`src/rtl/mem_row_pkg.sv`:
```
package mem_row_pkg;
  localparam int ADDR_W = 16;
  localparam int DATA_W = 16;
  localparam int NBANKS = 2;
  localparam int BANK_W = 1;
  localparam int ROW_W  = 13;

  typedef enum logic {MAP_LINEAR = 1'b0, MAP_STRIDE = 1'b1} map_mode_e;
  typedef logic [ROW_W-1:0]  row_t;
  typedef logic [BANK_W-1:0] bank_t;
endpackage

```
`src/rtl/mem_row_addr_map.sv`:
```
module mem_row_addr_map
  import mem_row_pkg::*;
(
  input  logic [ADDR_W-2:0] waddr_i,   // byte address without bit 0
  input  map_mode_e         mode_i,
  output bank_t             bank_o,
  output row_t              row_o
);
  always_comb begin
    unique case (mode_i)
      MAP_LINEAR: begin
        bank_o = waddr_i[0];
        row_o  = waddr_i[ADDR_W-2:2];
      end
      default: begin
        bank_o = waddr_i[3];
        row_o  = {waddr_i[ADDR_W-2:5], waddr_i[2:0]};
      end
    endcase
  end
endmodule

```
`src/rtl/mem_row_bank_track.sv`:
```
module mem_row_bank_track
  import mem_row_pkg::*;
#(
  parameter int BUSY_CYC = 6
) (
  input  logic  clk_i,
  input  logic  rst_ni,
  input  bank_t bank_i,
  input  row_t  row_i,
  input  logic  accept_i,
  input  logic  remap_i,
  output logic  hit_o,
  output logic  busy_o,
  output logic  any_busy_o
);
  localparam int BW = $clog2(BUSY_CYC + 1);

  row_t              open_row_q [NBANKS];
  logic [NBANKS-1:0] open_vld_q;
  logic [BW-1:0]     busy_q     [NBANKS];
  logic [NBANKS-1:0] busy_vec;

  assign hit_o      = open_vld_q[bank_i] && (open_row_q[bank_i] == row_i) && !remap_i;
  assign busy_o     = busy_vec[bank_i];
  assign any_busy_o = |busy_vec;

  for (genvar b = 0; b < NBANKS; b++) begin : g_bank
    logic sel;
    assign sel         = accept_i && (bank_i == BANK_W'(b));
    assign busy_vec[b] = (busy_q[b] != '0);

    always_ff @(posedge clk_i or negedge rst_ni) begin
      if (!rst_ni) begin
        open_row_q[b] <= '0;
        open_vld_q[b] <= 1'b0;
        busy_q[b]     <= '0;
      end else begin
        if (busy_vec[b]) busy_q[b] <= busy_q[b] - 1'b1;
        if (remap_i) open_vld_q[b] <= 1'b0;
        // a miss starts latch + open; row is tracked from acceptance
        if (sel && !hit_o) begin
          open_row_q[b] <= row_i;
          open_vld_q[b] <= 1'b1;
          busy_q[b]     <= BW'(BUSY_CYC);
        end
      end
    end

    assert_bank_idle_R8: assert property (@(posedge clk_i) disable iff (!rst_ni)
      sel |-> (busy_q[b] == '0));
  end
endmodule

```
`src/rtl/mem_row_resp_q.sv`:
```
module mem_row_resp_q #(
  parameter int PTR_W = 2,
  parameter int AW    = 7,
  parameter int CW    = 4
) (
  input  logic          clk_i,
  input  logic          rst_ni,
  input  logic          push_i,
  input  logic [AW-1:0] push_idx_i,
  input  logic [CW-1:0] push_lat_i,   // cycles to data, minus one
  input  logic          pop_ready_i,
  output logic          full_o,
  output logic          empty_o,
  output logic          head_valid_o,
  output logic [AW-1:0] head_idx_o
);
  localparam int DEPTH = 1 << PTR_W;
  localparam int NW    = $clog2(DEPTH + 1);

  logic [DEPTH-1:0] vld_q;
  logic [AW-1:0]    idx_q [DEPTH];
  logic [CW-1:0]    cnt_q [DEPTH];
  logic [PTR_W-1:0] head_q, tail_q, last;
  logic [NW-1:0]    num_q;
  logic [CW-1:0]    tail_cnt, new_cnt;
  logic             pop;

  assign full_o       = (num_q == NW'(DEPTH));
  assign empty_o      = (num_q == '0);
  assign head_valid_o = vld_q[head_q] && (cnt_q[head_q] == '0);
  assign head_idx_o   = idx_q[head_q];
  assign pop          = head_valid_o && pop_ready_i;

  // in-order return: never earlier than one cycle after the youngest entry
  assign last     = tail_q - 1'b1;
  assign tail_cnt = empty_o ? '0 : cnt_q[last];
  assign new_cnt  = (tail_cnt > push_lat_i) ? tail_cnt : push_lat_i;

  always_ff @(posedge clk_i or negedge rst_ni) begin
    if (!rst_ni) begin
      vld_q  <= '0;
      head_q <= '0;
      tail_q <= '0;
      num_q  <= '0;
      for (int i = 0; i < DEPTH; i++) begin
        idx_q[i] <= '0;
        cnt_q[i] <= '0;
      end
    end else begin
      for (int i = 0; i < DEPTH; i++)
        if (vld_q[i] && cnt_q[i] != '0) cnt_q[i] <= cnt_q[i] - 1'b1;
      if (pop) begin
        vld_q[head_q] <= 1'b0;
        head_q        <= head_q + 1'b1;
      end
      if (push_i) begin
        vld_q[tail_q] <= 1'b1;
        idx_q[tail_q] <= push_idx_i;
        cnt_q[tail_q] <= new_cnt;
        tail_q        <= tail_q + 1'b1;
      end
      num_q <= num_q + NW'(push_i) - NW'(pop);
    end
  end

  assert_no_overflow_R12: assert property (@(posedge clk_i) disable iff (!rst_ni)
    full_o |-> !push_i);

  assert_hold_data_R10: assert property (@(posedge clk_i) disable iff (!rst_ni)
    (head_valid_o && !pop_ready_i) |=> (head_valid_o && $stable(head_idx_o)));
endmodule

```
`src/rtl/mem_row_array.sv`:
```
module mem_row_array
  import mem_row_pkg::*;
#(
  parameter int WORDS = 128
) (
  input  logic [$clog2(WORDS)-1:0] rd_idx_i,
  output logic [DATA_W-1:0]        rd_data_o
);
  logic [DATA_W-1:0] words [WORDS];

  // fixed content: byte at address b holds b[7:0] ^ 8'hA5
  for (genvar g = 0; g < WORDS; g++) begin : g_word
    assign words[g] = {8'(2 * g + 1) ^ 8'hA5, 8'(2 * g) ^ 8'hA5};
  end

  assign rd_data_o = words[rd_idx_i];
endmodule

```
`src/rtl/mem_row_ctrl.sv`:
```
module mem_row_ctrl
  import mem_row_pkg::*;
#(
  parameter int T_LATCH   = 2,
  parameter int T_OPEN    = 4,
  parameter int T_READ    = 1,
  parameter int Q_PTR_W   = 2,
  parameter int MEM_WORDS = 128
) (
  input  logic              clk_i,
  input  logic              rst_ni,
  input  logic              map_sel_i,
  input  logic              req_valid_i,
  input  logic [ADDR_W-1:0] req_addr_i,
  output logic              req_ready_o,
  output logic              rsp_valid_o,
  input  logic              rsp_ready_i,
  output logic [DATA_W-1:0] rsp_data_o
);
  localparam int MISS_LAT = T_LATCH + T_OPEN + T_READ + 1;
  localparam int HIT_LAT  = T_READ + 1;
  localparam int BUSY_CYC = T_LATCH + T_OPEN;
  localparam int CW       = $clog2(MISS_LAT + 1);
  localparam int IDX_W    = $clog2(MEM_WORDS);

  map_mode_e  mode_q, mode_in;
  bank_t      bank;
  row_t       row;
  logic       remap, hit, busy, any_busy, full, empty, accept, idle;
  logic [IDX_W-1:0] head_idx;
  logic       byte_unused;

  assign byte_unused = req_addr_i[0];
  assign mode_in     = map_mode_e'(map_sel_i);
  assign remap       = (mode_in != mode_q);
  assign idle        = empty && !any_busy;

  always_ff @(posedge clk_i or negedge rst_ni) begin
    if (!rst_ni) mode_q <= MAP_LINEAR;
    else         mode_q <= mode_in;
  end

  mem_row_addr_map i_map (
    .waddr_i (req_addr_i[ADDR_W-1:1]),
    .mode_i  (mode_in),
    .bank_o  (bank),
    .row_o   (row)
  );

  mem_row_bank_track #(.BUSY_CYC(BUSY_CYC)) i_track (
    .clk_i      (clk_i),
    .rst_ni     (rst_ni),
    .bank_i     (bank),
    .row_i      (row),
    .accept_i   (accept),
    .remap_i    (remap),
    .hit_o      (hit),
    .busy_o     (busy),
    .any_busy_o (any_busy)
  );

  assign req_ready_o = !full && !busy;
  assign accept      = req_valid_i && req_ready_o;

  mem_row_resp_q #(.PTR_W(Q_PTR_W), .AW(IDX_W), .CW(CW)) i_q (
    .clk_i        (clk_i),
    .rst_ni       (rst_ni),
    .push_i       (accept),
    .push_idx_i   (req_addr_i[IDX_W:1]),
    .push_lat_i   (hit ? CW'(HIT_LAT - 1) : CW'(MISS_LAT - 1)),
    .pop_ready_i  (rsp_ready_i),
    .full_o       (full),
    .empty_o      (empty),
    .head_valid_o (rsp_valid_o),
    .head_idx_o   (head_idx)
  );

  mem_row_array #(.WORDS(MEM_WORDS)) i_arr (
    .rd_idx_i  (head_idx),
    .rd_data_o (rsp_data_o)
  );

  assert_remap_idle_R11: assert property (@(posedge clk_i) disable iff (!rst_ni)
    remap |-> idle);

  assert_remap_miss_R11: assert property (@(posedge clk_i) disable iff (!rst_ni)
    remap |-> !hit);
endmodule

```
`config.mk`:
```
export PLATFORM = sky130hd
export DESIGN_NAME = mem_row_ctrl
export DESIGN_NICKNAME = d
export VERILOG_FILES = /design/src/rtl/mem_row_pkg.sv /design/src/rtl/mem_row_addr_map.sv /design/src/rtl/mem_row_bank_track.sv /design/src/rtl/mem_row_resp_q.sv /design/src/rtl/mem_row_array.sv /design/src/rtl/mem_row_ctrl.sv
export SDC_FILE = /design/constraint.sdc
export NUM_CORES = 1
export LEC_CHECK = 0
export CELL_PAD_IN_SITES_DETAIL_PLACEMENT = 2
export CELL_PAD_IN_SITES_GLOBAL_PLACEMENT = 2
export CORE_ASPECT_RATIO = 0.75
export CORE_MARGIN = 3
export CORE_UTILIZATION = 46
export DETAILED_ROUTE_END_ITERATION = 10
export DONT_BUFFER_PORTS = 1
export PLACE_DENSITY = 0.89
export SETUP_SLACK_MARGIN = 0.05
export SYNTH_ARGS = -nofsm -noshare
export SYNTH_HDL_FRONTEND = slang
export SYNTH_HIERARCHICAL = 1
export SYNTH_SLANG_ARGS = --single-unit
export TNS_END_PERCENT = 100
```
`constraint.sdc`:
```
create_clock -name clk_i -period 5.2 [get_ports clk_i]
set_input_delay 0.52 -clock clk_i [delete_from_list [all_inputs] [get_ports clk_i]]
set_output_delay 0.52 -clock clk_i [all_outputs]
set_load 0.02 [all_outputs]
```
**Yosys cells after proc, flatten, opt, wreduce, memory -nomap -nowiden**

Memory sizes are Yosys's and may differ from the RTL's.
Index checks and enable logic that the tools add are counted.

- Bits in registers: 90
- ROM bits: 2048
- Output and inout port bits: 18
- Memories kept: 1

- Add/sub/neg operators: 11
- Magnitude comparators: 12
- Equality and inequality tests: 3
- Muxes and demuxes: 49
- Bitwise gates (word level): 9
- Reductions and logical operators: 33

Memories:

| name | words | bits a word | rd ports | clocked after memory_dff | write ports | line | RTL |
|---|---|---|---|---|---|---|---|
| (no name shown) | 128 | 16 | 1 | 0 | 0 | mem_row_array.sv:16 | `assign rd_data_o = words[rd_idx_i];` |

Operator list:

| kind | number |
|---|---|
| 4-bit 2-to-1 mux | 13 |
| 16-bit 2-to-1 mux | 3 |
| 13-bit 2-to-1 mux | 3 |
| 28-bit bitwise mux | 1 |
| 7-bit 2-to-1 mux | 3 |
| 3-bit 2-to-1 mux | 6 |
| 1-bit logical AND | 17 |
| 4-bit binary-select mux with 2-bit select | 2 |
| 16-bit bitwise mux | 1 |
| 4-bit nonzero test | 4 |
| 4-bit by 1-bit subtractor with 4-bit output (second input constant) | 4 |
| 7-bit binary-select mux with 2-bit select | 1 |
| 7-bit demux with 2-bit select | 1 |
| 13-bit equality test | 1 |
| 1-bit 2-to-1 mux | 11 |
| 3-bit greater-or-equal comparator (second input constant) | 3 |
| 2-bit inverter with 3-bit output | 3 |
| 4-bit demux with 2-bit select | 1 |
| 8-bit greater-or-equal comparator (second input constant) | 1 |
| 7-bit inverter with 8-bit output | 1 |
| 2-bit nonzero test | 4 |
| 2-bit by 3-bit less-than comparator with 1-bit output (second input constant) | 2 |
| 3-bit nonzero test | 2 |
| 3-bit by 1-bit subtractor with 3-bit output (second input constant) | 2 |
| 21 further kinds | 27 |

**Longest topological paths before layout**

- Depth in word-level cells: 13
- Mapped depth: 16
- Depth with buffers taken out: 14

**Cells and area by module**

The synthesis kept the hierarchy.

Modules (own cells, without submodules):

| module | times used | cells each | area each (um2) | sequential area each (um2) |
|---|---|---|---|---|
| mem_row_resp_q | 1 | 317 | 3084.2 | 1376.3 |
| mem_row_bank_track | 1 | 136 | 1851.8 | 850.8 |
| mem_row_addr_map | 1 | 14 | 120.1 | 0.0 |
| mem_row_array | 1 | 18 | 116.4 | 0.0 |
| mem_row_ctrl | 1 | 7 | 61.3 | 25.0 |

**Worst setup path after synthesis**

Ideal clock, no wire load.

- Kind: input-to-reg
- Start point: input port map_sel_i
- End point: register i_q/cnt_q[12] (netlist name)
- Arrival: 3.274 ns
- Required time: 5.063 ns
- Setup slack: 1.789 ns
- Stages: 16
- Cells stage by stage: mux2_2 -> buf_6 -> buf_12 -> mux2i_1 -> xnor2_1 -> nor4_4 -> nand3_1 -> nor2_1 -> inv_1 -> inv_1 -> ha_1 -> nand4_1 -> o21ai_0 -> a21oi_1 -> mux2i_1 -> a21oi_1

- Word-level cells in the longest chain between the ends: 13
- Elaborated cells between the ends (all ways): 23
- Those cells by class: 1 x order compare; 2 x eq/ne; 13 x mux; 1 x bitwise; 6 x reduce/logical

RTL lines:

| what | line | RTL |
|---|---|---|
| start, declared | mem_row_ctrl.sv:12 | `input logic map_sel_i,` |
| 1-bit 2-to-1 mux | mem_row_addr_map.sv:10 | `unique case (mode_i)` |
| 1-bit inverter with 2-bit output (not written as such) | mem_row_bank_track.sv:23 | `assign hit_o = open_vld_q[bank_i] && (open_row_q[bank_i] == row_i) && !remap_i;` |
| 13-bit 2-to-1 mux (not written as such) (3 in a row) | mem_row_bank_track.sv:23 |  |
| 13-bit equality test | mem_row_bank_track.sv:23 |  |
| 1-bit logical AND | mem_row_bank_track.sv:23 |  |
| 1-bit logical AND * | mem_row_bank_track.sv:23 |  |
| named net hit | mem_row_ctrl.sv:29 | `logic remap, hit, busy, any_busy, full, empty, accept, idle;` |
| 3-bit 2-to-1 mux * | mem_row_ctrl.sv:70 | `.push_lat_i (hit ? CW'(HIT_LAT - 1) : CW'(MISS_LAT - 1)),` |
| 4-bit by 3-bit > comparator with 1-bit output * | mem_row_resp_q.sv:37 | `assign new_cnt = (tail_cnt > push_lat_i) ? tail_cnt : push_lat_i;` |
| 4-bit 2-to-1 mux * | mem_row_resp_q.sv:37 |  |
| 16-bit bitwise mux * | mem_row_resp_q.sv:59 | `cnt_q[tail_q] <= new_cnt;` |
| 16-bit 2-to-1 mux * | mem_row_resp_q.sv:56 | `if (push_i) begin` |
| end signal, assigned by index | mem_row_resp_q.sv:59 |  |
| end, declared | mem_row_resp_q.sv:22 | `logic [CW-1:0] cnt_q [DEPTH];` |

Mark *: on every way through the listed nets, which the timed path passes. The rest lies on a longest branch. The select of a mux whose other input is x is not followed.
A chain may end at the register's enable or synchronous reset.

**Final worst setup path**

- Start point: input port map_sel_i
- End point: register i_q/cnt_q[5] (netlist name)

- Word-level cells in the longest chain between the ends: 13
- Elaborated cells between the ends (all ways): 23
- Those cells by class: 1 x order compare; 2 x eq/ne; 13 x mux; 1 x bitwise; 6 x reduce/logical

RTL lines:

| what | line |
|---|---|
| 1-bit 2-to-1 mux | mem_row_addr_map.sv:10 |
| 1-bit inverter with 2-bit output (not written as such) | mem_row_bank_track.sv:23 |
| 13-bit 2-to-1 mux (not written as such) (3 in a row) | mem_row_bank_track.sv:23 |
| 13-bit equality test | mem_row_bank_track.sv:23 |
| 1-bit logical AND | mem_row_bank_track.sv:23 |
| 1-bit logical AND * | mem_row_bank_track.sv:23 |
| named net hit | mem_row_ctrl.sv:29 |
| 3-bit 2-to-1 mux * | mem_row_ctrl.sv:70 |
| 4-bit by 3-bit > comparator with 1-bit output | mem_row_resp_q.sv:37 |
| 4-bit 2-to-1 mux * | mem_row_resp_q.sv:37 |
| 16-bit bitwise mux * | mem_row_resp_q.sv:59 |
| 16-bit 2-to-1 mux * | mem_row_resp_q.sv:56 |

Marked as above.

==> run summary <==
Clock slew at reported path FFs -> 60 ps
Die height -> 98.3 um
Setup crit end kind -> register
First-pass GRT wire length -> 23,700 um
Maximum number of pins on one net before global-route repair -> 91
Clock Latency Late Sink -> 350 ps
DR iter-0 viols -> 141
Postcts setup bufs -> 0
Core area -> 11,000 um^2
GP Congestion -> 0.778
Share of cells above drive strength 1 -> 0.157
Sequential share of power -> 0.371
Cell Area, Synth -> 5230 um^2
Initial core utilization -> 0.474
Clk sink count -> 90
Row count -> 33
# Max-Cap Violations -> 0
Max clock buf depth -> 2
Via count -> 3,510
Final Skew -> 7.54 ps
Combinational share of power -> 0.447
Ports -> 39
Initial antenna violation count -> 0
Status -> complete, no violations
CTS tree -> built
FF-to-FF Start -> i_q/tail_q[0]
Routed vias/inst -> 5.74
Detail Route Antenna Nets -> 0
Critical path peak fanout -> 18
Avg Inst Size Synth -> 10.6 um^2
WS Path Type -> input pin to register
CTS resizes -> 0
Vias in the first global route -> 4,190
Final hold vios -> 0
# setup viols final -> 0
Die width -> 129 um
Final TNS setup -> 0 ps
Nets@finish -> 510
Antenna cells -> 0
DRC violations left -> 0
Die area -> 12,700 um^2
Worst Hold Class -> input pin to async pin
Worst Setup SP -> map_sel_i
Overall Global Routing Usage -> 0.249
CP Data Required Time -> 5400 ps
Switching power -> 1580 uW
Crit start category -> input pin
RSZ-0062 raised after global routing -> no
Tcrit/Tclk final -> 0.782
Pwr Density -> 683 nW/um^2
Post-synthesis cell count -> 491
FILL cells -> 1,105
Area of the multi-input gates -> 2560 um^2
CTS root buf -> clkbuf_16
Post-DR wirelength/cell -> 24.2 um
Final Max Slew Viols -> 0
DP HPWL -> 10,000 um
Sw frac -> 0.425
Total wire length -> 14,800 um
P&R area growth vs syn -> 4.14%
Clock Power Share -> 0.182
Leakage power -> 0.00255 uW
Worst slew margin -> 0.438
CTS buffer count -> 9
Max IR drop VDD -> 0.246 mV
Int Power -> 2140 uW
Crit path DAT -> 4270 ps
PortBufs -> 0
FMAX -> 246 MHz
Reg2reg path depth -> 10
CTS H-tree depth -> 3
Post-Layout Cell Count -> 611
Min Tclk post-route -> 4070 ps
Worst-margin pin slew -> 843 ps
Register area -> 2250 um^2
CTS hold repair buffers -> 1
Warnings, synthesis -> 6
Placed insts -> 594
Pre-antenna DRT Iters -> 4
Gr ovfl total -> 0
registers in the layout, summed over array words and instances (netlist names), 3 cells and up:
register,count
i_q/cnt_q,16
i_track/busy_q,6
i_track/open_row_q,26
i_q/vld_q,4
i_q/num_q,3
i_q/idx_q,28
cell type report:
class,count,area share
Inverter,32,0.0221
Clock buffer,10,0.0439
Tap cell,140,0.0322
Timing Repair Buffer,2,0.00644
Clock inverter,6,0.0120
Multi-Input combinational cell,331,0.470
Sequential cell,90,0.414
worst paths after layout:
| kind | slack (ps) | end |
|---|---|---|
| worst max-delay path | 1130 | i_q/cnt_q[5] |
| worst min-delay path | 80 | i_q/idx_q[23] |
| worst max register to register | 1460 | i_q/cnt_q[5] |
| worst min register to register | 470 | i_q/idx_q[25] |
| max in group asynchronous | 4750 | i_q/cnt_q[13] |
| min in group clk_i | 190 | mode_q |
layout by cell type, fill, tap and decap left out, drive strengths merged, types with 2 or more instances in the layout:
master / n
buf: 2
nor2: 29
a31oi: 4
a21oi: 17
nor4b: 5
xnor2: 20
dfrtp: 90
o31ai: 2
xor2: 4
nand2b: 4
a211o: 3
mux2i: 19
a211oi: 9
clkbuf: 10
o211ai: 2
nand2: 98
a21boi: 2
o21ai: 6
mux2: 31
conb: 6
and2: 5
nor3: 3
nor2b: 11
a41oi: 2
ha: 22
nor3b: 4
clkinv: 3
a21o: 2
inv: 33
mux4: 11
nor4: 4
through the flow:
step / setup slack [ps] / hold slack, ps / utilization / power [uW] / instance area [um^2]
2_1_floorplan: 1790 / 224 / - / 2660 / 5230
4_1_cts: 1210 / 106 / 0.494 / 3740 / 5440
5_1_grt: 886 / 107 / 0.494 / 3980 / 5440
6_report: 1130 / 84.7 / 0.494 / 3720 / 5440
3_5_place_dp: 901 / 226 / 0.464 / 2990 / 5110
3_3_place_gp: 1170 / 227 / 0.464 / 2770 / 5110
layer usage:
| metal | global-route usage | share of wire | vias to the layer above |
|---|---|---|---|
| met5 | 0 | 0 | - |
| met4 | 0.0831 | 0.012 | 0 |
| met3 | 0.0612 | 0.039 | 15 |
| met2 | 0.424 | 0.51 | 58 |
| met1 | 0.310 | 0.44 | 1867 |
| li1 | - | - | 1570 |
power by group through the flow:
stage	clock network (uW)	logic, uW	registers, uW
final	677	1660	1380
after global routing	721	1830	1430
after CTS	692	1670	1380
after detailed placement	0	1610	1380
after global placement	0	1450	1330
after floorplan	0	1440	1210
critical path: stages:
cell and delay (ps):
mux2_2 580, mux2i_1 300, xnor2_1 150, nor4_4 460, nand3_1 130, nor2_1 200, inv_1 120, inv_1 80
ha_1 240, nand4_1 90, o21ai_0 80, a21oi_1 510, mux2i_1 630, o21ai_1 160
(Power assumes the default switching activity.)
